--- src/rtl/pwm_shadow_pkg.sv ---
// Shared constants and types for the PWM generator.
// Assumes a byte-addressed register space with 32-bit words.
package pwm_shadow_pkg;

    localparam int CNT_W     = 16;      // width of count, cycle length and on-time
    localparam int SEL_W     = 2;       // divider select width (divide by 2**sel)
    localparam int POL_BIT   = 5;       // mode word bit holding output inversion
    localparam int MAX_CH    = 8;       // address space room per word group
    localparam int SLOT_LSB  = 5;       // each word group spans 32 bytes
    localparam int CH_W      = SLOT_LSB - 2;
    localparam int LEN_BASE  = 32'h400;
    localparam int ON_BASE   = 32'h420;
    localparam int MODE_BASE = 32'h440;

    typedef enum logic [1:0] {
        KIND_LEN  = 2'd0,
        KIND_ON   = 2'd1,
        KIND_MODE = 2'd2,
        KIND_NONE = 2'd3
    } reg_kind_e;

    typedef struct packed {
        logic             inv;
        logic [SEL_W-1:0] div_sel;
        logic [CNT_W-1:0] on_time;
        logic [CNT_W-1:0] cyc_len;
    } chan_cfg_t;

endpackage

--- src/rtl/pwm_regfile.sv ---
// Register decode and staging storage for all channels.
// Assumes single-cycle writes and combinational reads; raises a one-clock
// arm pulse for a channel the cycle after its cycle-length word is written.
module pwm_regfile
    import pwm_shadow_pkg::*;
#(
    parameter int N_CH   = 4,
    parameter int ADDR_W = 12,
    parameter int DATA_W = 32
) (
    input  logic                   clk,
    input  logic                   rst_n,
    input  logic                   wr_en_i,
    input  logic [ADDR_W-1:0]      addr_i,
    input  logic [DATA_W-1:0]      wdata_i,
    output logic [DATA_W-1:0]      rdata_o,
    output chan_cfg_t [N_CH-1:0]   cfg_o,
    output logic [N_CH-1:0]        arm_o
);

    localparam int TAG_W = ADDR_W - SLOT_LSB;
    localparam logic [TAG_W-1:0] LEN_TAG  = TAG_W'(LEN_BASE  >> SLOT_LSB);
    localparam logic [TAG_W-1:0] ON_TAG   = TAG_W'(ON_BASE   >> SLOT_LSB);
    localparam logic [TAG_W-1:0] MODE_TAG = TAG_W'(MODE_BASE >> SLOT_LSB);
    localparam logic [CH_W:0]    CH_LIM   = (CH_W + 1)'(N_CH);

    chan_cfg_t [N_CH-1:0] stage_q;
    logic [N_CH-1:0]      arm_q;
    reg_kind_e            kind;
    logic [CH_W-1:0]      ch_sel;
    logic                 hit;
    chan_cfg_t            rd_cfg;
    logic                 unused_wdata;

    assign unused_wdata = ^wdata_i;

    // Decode the offset into word kind, channel index and validity.
    always_comb begin
        ch_sel = addr_i[SLOT_LSB-1:2];
        if (addr_i[ADDR_W-1:SLOT_LSB] == LEN_TAG)       kind = KIND_LEN;
        else if (addr_i[ADDR_W-1:SLOT_LSB] == ON_TAG)   kind = KIND_ON;
        else if (addr_i[ADDR_W-1:SLOT_LSB] == MODE_TAG) kind = KIND_MODE;
        else                                            kind = KIND_NONE;
        hit = (addr_i[1:0] == 2'b00) && ({1'b0, ch_sel} < CH_LIM)
              && (kind != KIND_NONE);
    end

    for (genvar c = 0; c < N_CH; c++) begin : g_stage
        // Capture staged words and flag cycle-length writes for channel c.
        always_ff @(posedge clk) begin
            if (!rst_n) begin
                stage_q[c] <= '0;
                arm_q[c]   <= 1'b0;
            end else begin
                arm_q[c] <= wr_en_i && hit && (kind == KIND_LEN)
                            && (ch_sel == CH_W'(c));
                if (wr_en_i && hit && (ch_sel == CH_W'(c))) begin
                    case (kind)
                        KIND_LEN:  stage_q[c].cyc_len <= wdata_i[CNT_W-1:0];
                        KIND_ON:   stage_q[c].on_time <= wdata_i[CNT_W-1:0];
                        KIND_MODE: begin
                            stage_q[c].div_sel <= wdata_i[SEL_W-1:0];
                            stage_q[c].inv     <= wdata_i[POL_BIT];
                        end
                        default: ;
                    endcase
                end
            end
        end

        // An arm pulse only ever follows a write strobe.
        p_arm_after_write_r9: assert property (@(posedge clk) disable iff (!rst_n)
            arm_o[c] |-> $past(wr_en_i));
    end

    // Pick the staged set of the addressed channel.
    always_comb begin
        rd_cfg = '0;
        for (int c = 0; c < N_CH; c++) begin
            if (ch_sel == CH_W'(c)) rd_cfg = stage_q[c];
        end
    end

    // Form read data from the staged set, zero outside the map.
    always_comb begin
        rdata_o = '0;
        if (hit) begin
            case (kind)
                KIND_LEN:  rdata_o[CNT_W-1:0] = rd_cfg.cyc_len;
                KIND_ON:   rdata_o[CNT_W-1:0] = rd_cfg.on_time;
                KIND_MODE: begin
                    rdata_o[SEL_W-1:0] = rd_cfg.div_sel;
                    rdata_o[POL_BIT]   = rd_cfg.inv;
                end
                default: ;
            endcase
        end
    end

    assign cfg_o = stage_q;
    assign arm_o = arm_q;

    // Writes outside the map leave every staged word untouched.
    p_unmapped_ignored_r3: assert property (@(posedge clk) disable iff (!rst_n)
        (wr_en_i && !hit) |=> $stable(stage_q));

endmodule

--- src/rtl/pwm_prescaler.sv ---
// Power-of-two divider of the base tick for one channel.
// Assumes tick_i is a one-clock enable; restart_i realigns the divider.
module pwm_prescaler
    import pwm_shadow_pkg::*;
#(
    parameter int SW = SEL_W
) (
    input  logic          clk,
    input  logic          rst_n,
    input  logic          tick_i,
    input  logic          restart_i,
    input  logic [SW-1:0] sel_i,
    output logic          ptick_o
);

    localparam int DIV_W = (1 << SW) - 1;

    logic [DIV_W-1:0] div_q;
    logic [DIV_W-1:0] mask;

    // Build a mask of sel_i low ones.
    always_comb begin
        mask = '0;
        for (int i = 0; i < DIV_W; i++) begin
            mask[i] = (i < int'(sel_i));
        end
    end

    assign ptick_o = tick_i && ((div_q & mask) == mask);

    // Count base ticks, restarting from zero on a settings load.
    always_ff @(posedge clk) begin
        if (!rst_n || restart_i) div_q <= '0;
        else if (tick_i)         div_q <= div_q + 1'b1;
    end

    // Right after a restart only the undivided setting may fire.
    p_restart_realign_r7: assert property (@(posedge clk) disable iff (!rst_n)
        restart_i |=> (!ptick_o || sel_i == '0));

endmodule

--- src/rtl/pwm_channel.sv ---
// One PWM channel: live settings, in-cycle counter, update arming, output.
// Assumes arm_i pulses one clock after cfg_i already holds the new set.
module pwm_channel
    import pwm_shadow_pkg::*;
(
    input  logic      clk,
    input  logic      rst_n,
    input  logic      tick_i,
    input  logic      arm_i,
    input  chan_cfg_t cfg_i,
    output logic      pwm_o
);

    chan_cfg_t        live_q;
    logic [CNT_W-1:0] cnt_q;
    logic             pend_q;
    logic             running;
    logic             at_last;
    logic             ptick;
    logic             cyc_end;
    logic             load;

    pwm_prescaler #(.SW(SEL_W)) i_div (
        .clk      (clk),
        .rst_n    (rst_n),
        .tick_i   (tick_i),
        .restart_i(load),
        .sel_i    (live_q.div_sel),
        .ptick_o  (ptick)
    );

    // Decide when a staged set goes live.
    always_comb begin
        running = (live_q.cyc_len != '0);
        at_last = (cnt_q == live_q.cyc_len - 1'b1);
        cyc_end = running && ptick && at_last;
        load    = (!running && arm_i) || (cyc_end && (pend_q || arm_i));
    end

    // Hold the live settings and the pending-update flag.
    always_ff @(posedge clk) begin
        if (!rst_n) begin
            live_q <= '0;
            pend_q <= 1'b0;
        end else if (load) begin
            live_q <= cfg_i;
            pend_q <= 1'b0;
        end else if (arm_i) begin
            pend_q <= 1'b1;
        end
    end

    // Advance the in-cycle counter on divided ticks.
    always_ff @(posedge clk) begin
        if (!rst_n || load)      cnt_q <= '0;
        else if (running && ptick) cnt_q <= at_last ? '0 : cnt_q + 1'b1;
    end

    assign pwm_o = running && ((cnt_q < live_q.on_time) ^ live_q.inv);

    // The counter never leaves the running cycle.
    p_cnt_in_range_r6: assert property (@(posedge clk) disable iff (!rst_n)
        running |-> (cnt_q < live_q.cyc_len));

    // Live settings only change at a cycle end while running.
    p_commit_at_end_r9: assert property (@(posedge clk) disable iff (!rst_n)
        (running && !cyc_end) |=> $stable(live_q));

    // A channel stops only where a cycle ends.
    p_stop_at_end_r10: assert property (@(posedge clk) disable iff (!rst_n)
        $fell(running) |-> $past(cyc_end));

endmodule

--- src/rtl/pwm_shadow_ctrl.sv ---
// Top of the multichannel PWM generator with staged, boundary-committed
// settings. Assumes 1 <= N_CH <= 8 and ADDR_W >= 11.
module pwm_shadow_ctrl
    import pwm_shadow_pkg::*;
#(
    parameter int N_CH   = 4,
    parameter int ADDR_W = 12,
    parameter int DATA_W = 32
) (
    input  logic              clk,
    input  logic              rst_n,
    input  logic              tick_i,
    input  logic              wr_en_i,
    input  logic [ADDR_W-1:0] addr_i,
    input  logic [DATA_W-1:0] wdata_i,
    output logic [DATA_W-1:0] rdata_o,
    output logic [N_CH-1:0]   pwm_o
);

    chan_cfg_t [N_CH-1:0] stage_cfg;
    logic [N_CH-1:0]      arm;

    pwm_regfile #(.N_CH(N_CH), .ADDR_W(ADDR_W), .DATA_W(DATA_W)) i_regs (
        .clk    (clk),
        .rst_n  (rst_n),
        .wr_en_i(wr_en_i),
        .addr_i (addr_i),
        .wdata_i(wdata_i),
        .rdata_o(rdata_o),
        .cfg_o  (stage_cfg),
        .arm_o  (arm)
    );

    for (genvar c = 0; c < N_CH; c++) begin : g_ch
        pwm_channel i_ch (
            .clk   (clk),
            .rst_n (rst_n),
            .tick_i(tick_i),
            .arm_i (arm[c]),
            .cfg_i (stage_cfg[c]),
            .pwm_o (pwm_o[c])
        );
    end

    // Outputs are low during the first cycle after reset.
    p_reset_quiet_r1: assert property (@(posedge clk) disable iff (!rst_n)
        $rose(rst_n) |-> (pwm_o == '0));

endmodule

--- config.mk ---
export PLATFORM = sky130hd
export DESIGN_NAME = pwm_shadow_ctrl
export DESIGN_NICKNAME = d
export VERILOG_FILES = /design/src/rtl/pwm_shadow_pkg.sv /design/src/rtl/pwm_regfile.sv /design/src/rtl/pwm_prescaler.sv /design/src/rtl/pwm_channel.sv /design/src/rtl/pwm_shadow_ctrl.sv
export SDC_FILE = /design/constraint.sdc
export NUM_CORES = 1
export LEC_CHECK = 0
export ABC_CLOCK_PERIOD_IN_PS = 4080
export BUFFER_PORTS_ARGS = -buffer_cell sky130_fd_sc_hd__buf_2
export CORE_ASPECT_RATIO = 0.9
export CORE_MARGIN = 10
export CORE_UTILIZATION = 52
export DETAILED_ROUTE_END_ITERATION = 10
export GPL_ROUTABILITY_DRIVEN = 1
export PLACE_DENSITY = 0.79
export SYNTH_ARGS = -nofsm -noshare
export SYNTH_HDL_FRONTEND = slang
export SYNTH_HIERARCHICAL = 1
export SYNTH_SLANG_ARGS = --single-unit
--- constraint.sdc ---
create_clock -name clk -period 4.08 [get_ports clk]
set_input_delay 0.612 -clock clk [delete_from_list [all_inputs] [get_ports clk]]
set_output_delay 0.612 -clock clk [all_outputs]
set_load 0.1 [all_outputs]
==> run metrics <==
Fin Clk Skew 33.95 ps; clock latency of the later-clocked register in the worst-skew pair 590 ps; first-pass iteration count of the detailed router 6; worst r2r dst g_ch[3].i_ch/cnt_q[11]$_SDFFE_PP0P_; Critical path buffers and inverters 1; number of distinct library cells after synthesis 65; time the worst path needs with I/O delays and setup 3676 ps; delay contributed by the slowest stage of the critical path 480 ps; Final Power 7.688 mW; number of buffers added by the clock tree synthesis step 40; WHS Path Cells 3; kind of start point of the critical path flip-flop; via-per-instance ratio 6.572; Setup WS pre-CTS 612.1 ps; Max-cap violations 0; worst reg-to-reg path cell count 9; number of port buffers 51; wire length of the first global-routing pass 104100 µm; count of standard-cell rows 71; chip height 214.7 µm; share of the cycle needed by the critical path after routing 0.9009; top_reg_cell synth sky130_fd_sc_hd__dfxtp_1; final WL 65790 µm; RSZ-0062 raised after global routing no; Congestion Overflow GR 0; WL/cell 21.20 µm; Yosys warning count 6; proportion of power drawn by combinational gates 0.049; initial drt markers 2206; worst hold slack across all endpoints 282.0 ps; commonest cells after routing, fill and taps aside sky130_fd_sc_hd__dfxtp_1, sky130_fd_sc_hd__nand2_1, sky130_fd_sc_hd__nor3_1; transition time at the pin with the least slew margin 1107 ps; path type of the worst setup path flip-flop to output port; Detail Route Antenna Nets 0; endpoints failing hold 0; fraction of final layout cells sized beyond drive strength 1 0.1095; share of total power consumed by net switching 0.2407; Async SR Flop Fraction 0; worst path arrival time 3060 ps; Req. time, crit path 3470 ps; CP startpoint g_ch[1].i_ch/cnt_q[9]$_SDFFE_PP0P_; I/O pin total 84; Post-Syn Area 21900 µm²; initial standard-cell utilization of the core 0.5246; total power per unit cell area 325.6 nW/µm²; placeable core region 41750 µm²; endpoint of the worst setup timing path pwm_o[1]; Hold-fix buffers, CTS 0; buffer levels on the longest clock path 3; Flop pwr share 0.464; post-detailed-placement half-perimeter wirelength 46650 µm; GRT Resource Usage Total 0.2469; Clock Sinks 364; Synth area leader sky130_fd_sc_hd__dfxtp_1; Critical Path Fanout Max 4; FF+latch count, synth 364; cells resized by post-CTS repair 0; Hold Crit Class input pin to flip-flop; number of H-tree branching levels 2; Remaining DRCs 0; cell chain of the critical path ha_1, a21o_1, a21o_1, a21oi_1, o211ai_1, or3_1, a21boi_1, buf_2; Final Max Tran Viols 0; Critical Path Most Common Cell sky130_fd_sc_hd__a21o_1; Static Leak 8.400 nW; clock root cell sky130_fd_sc_hd__clkbuf_16; Reg2Reg Setup Slack 520 ps; Post-CTS Repair Setup Buffers 0; via count of the first global-routing pass 18746; worst IR drop on VDD 0.2846 mV; mean cell area of the mapped netlist 8.430 µm²; slowest library cell on the worst path sky130_fd_sc_hd__buf_2; remaining max-slew budget at the tightest pin 0.2614; clock network power share 0.486; total setup violations reported at the end of the flow 0; part of the Yosys area used for sequential elements 0.3327; area of the die 50740 µm²; Stages on worst setup path 8; total internal power 5.838 mW; filler cell count in the final layout 3672; Total Neg Setup Slack 0 ps; antenna violations before repair 2; slack of the critical path 404.2 ps; Max Fclk 0.2720 GHz; Die Width 236.3 µm; number of diodes added for antenna fixing 0; critical register-to-register path startpoint g_ch[3].i_ch/live_q[0]$_SDFFE_PN0P_; total vias in the final route 20401; Final nets 2647; Clk pin slew, worst setup/hold paths 60 ps; CTS tree yes; synthesized netlist cell count 2598; most area-consuming cells after synthesis sky130_fd_sc_hd__dfxtp_1, sky130_fd_sc_hd__mux2i_1, sky130_fd_sc_hd__nand2_1, sky130_fd_sc_hd__nor3_1, sky130_fd_sc_hd__ha_1; Post-synth EDFFs 0; run status finished clean; switching power summed over all nets 1.850 mW; synthesis-to-finish area growth 7.804%; largest net degree at the start of global routing 96; cell type group with the largest total delay on the critical path compound AO/OA/AOI/OAI gates; final core utilization 0.5655; Yosys top cell area share 0.3327; commonest non-fill, non-tap cell in the layout sky130_fd_sc_hd__dfxtp_1; endpoint kind of the worst setup timing path output port; Final GP Congestion 0.9923
==> stage by stage <==
stage	cells	instance area, µm²
after CTS	3104	23610
after floorplan	2613	21980
final	3104	23610
after detailed placement	3032	22280
after global placement	3032	22280
after global routing	3104	23610
==> cells in the mapped netlist (30+ instances only) <==
cell type and number:
sky130_fd_sc_hd__nand3_1 164, sky130_fd_sc_hd__nor2_1 80, sky130_fd_sc_hd__ha_1 72, sky130_fd_sc_hd__or2_2 30, sky130_fd_sc_hd__clkbuf_1 164, sky130_fd_sc_hd__o211ai_1 61, sky130_fd_sc_hd__dfxtp_1 364, sky130_fd_sc_hd__mux2i_1 155
sky130_fd_sc_hd__o21ai_1 60, sky130_fd_sc_hd__o21ai_0 43, sky130_fd_sc_hd__xor2_1 48, sky130_fd_sc_hd__nand2_1 289, sky130_fd_sc_hd__xnor2_1 92, sky130_fd_sc_hd__nor3_1 188, sky130_fd_sc_hd__a21oi_1 36, sky130_fd_sc_hd__inv_1 94
sky130_fd_sc_hd__a31oi_1 95, sky130_fd_sc_hd__or4_1 89, sky130_fd_sc_hd__o2111ai_1 95
==> kinds of logic after synthesis <==
group / count (synthesis) / share of synthesized area
compound gates: 493 / 0.1560
buf+inv: 322 / 0.06501
flops: 364 / 0.3327
simple gates: 1019 / 0.2468
mux: 187 / 0.1022
xor+xnor: 140 / 0.05598
other cells: 1 / 0.0001712
fa+ha+maj: 72 / 0.04113
==> how the worst min path moves through the flow <==
stage,startpoint,to,slack [ps]
2_1_floorplan,i_regs/cfg_o[107]$_SDFFE_PN0P_,i_regs/cfg_o[107]$_SDFFE_PN0P_,440
3_3_place_gp,i_regs/cfg_o[130]$_SDFFE_PN0P_,i_regs/cfg_o[130]$_SDFFE_PN0P_,460
3_5_place_dp,i_regs/cfg_o[109]$_SDFFE_PN0P_,i_regs/cfg_o[109]$_SDFFE_PN0P_,470
4_1_cts,wdata_i[0],i_regs/cfg_o[137]$_SDFFE_PN0P_,260
5_1_grt,wdata_i[0],i_regs/cfg_o[137]$_SDFFE_PN0P_,280
6_report,wdata_i[1],i_regs/cfg_o[138]$_SDFFE_PN0P_,280
==> power groups by stage <==
stage	sequential [mW]	clock [mW]	combinational [mW]
after floorplan	3.65	0	0.274
after global placement	3.65	0	0.358
after detailed placement	3.65	0	0.366
after CTS	3.57	3.77	0.367
after global routing	3.57	3.93	0.396
final	3.57	3.74	0.378
==> per-layer routing <==
layer	global-route usage	part of all wire	up-vias
met3	0.05636	0.10	156
met5	0	0.00020	-
met1	0.3368	0.42	9810
met4	0.08424	0.033	2
li1	-	-	9455
met2	0.3764	0.45	978
==> registers in the layout, summed over array words and instances (netlist names) <==
| register | flops |
|---|---|
| g_ch.i_ch/cnt_q | 64 |
| g_ch.i_ch/live_q | 140 |
| g_ch.i_ch/i_div/div_q | 12 |
| i_regs/cfg_o | 140 |
| i_regs/arm_o | 4 |
| g_ch.i_ch/pend_q | 4 |
==> final cells by class <==
class                           instances  area, µm²  share of cell area
Clock inverter                         17      217.7            0.009221
Clock buffer                           55       1117             0.04732
Timing Repair Buffer                  100      670.6             0.02840
Sequential cell                       364       7287              0.3086
Tap cell                              547      684.4             0.02899
Inverter                               94      352.8             0.01494
Multi-Input combinational cell       1927      13280              0.5625
==> worst min-delay path, delay by kind of cell <==
kind	cells	cell delay, ps
simple gates	1	70
mux	1	60
buf+inv	1	90
Power figures use the tool's default switching activity.
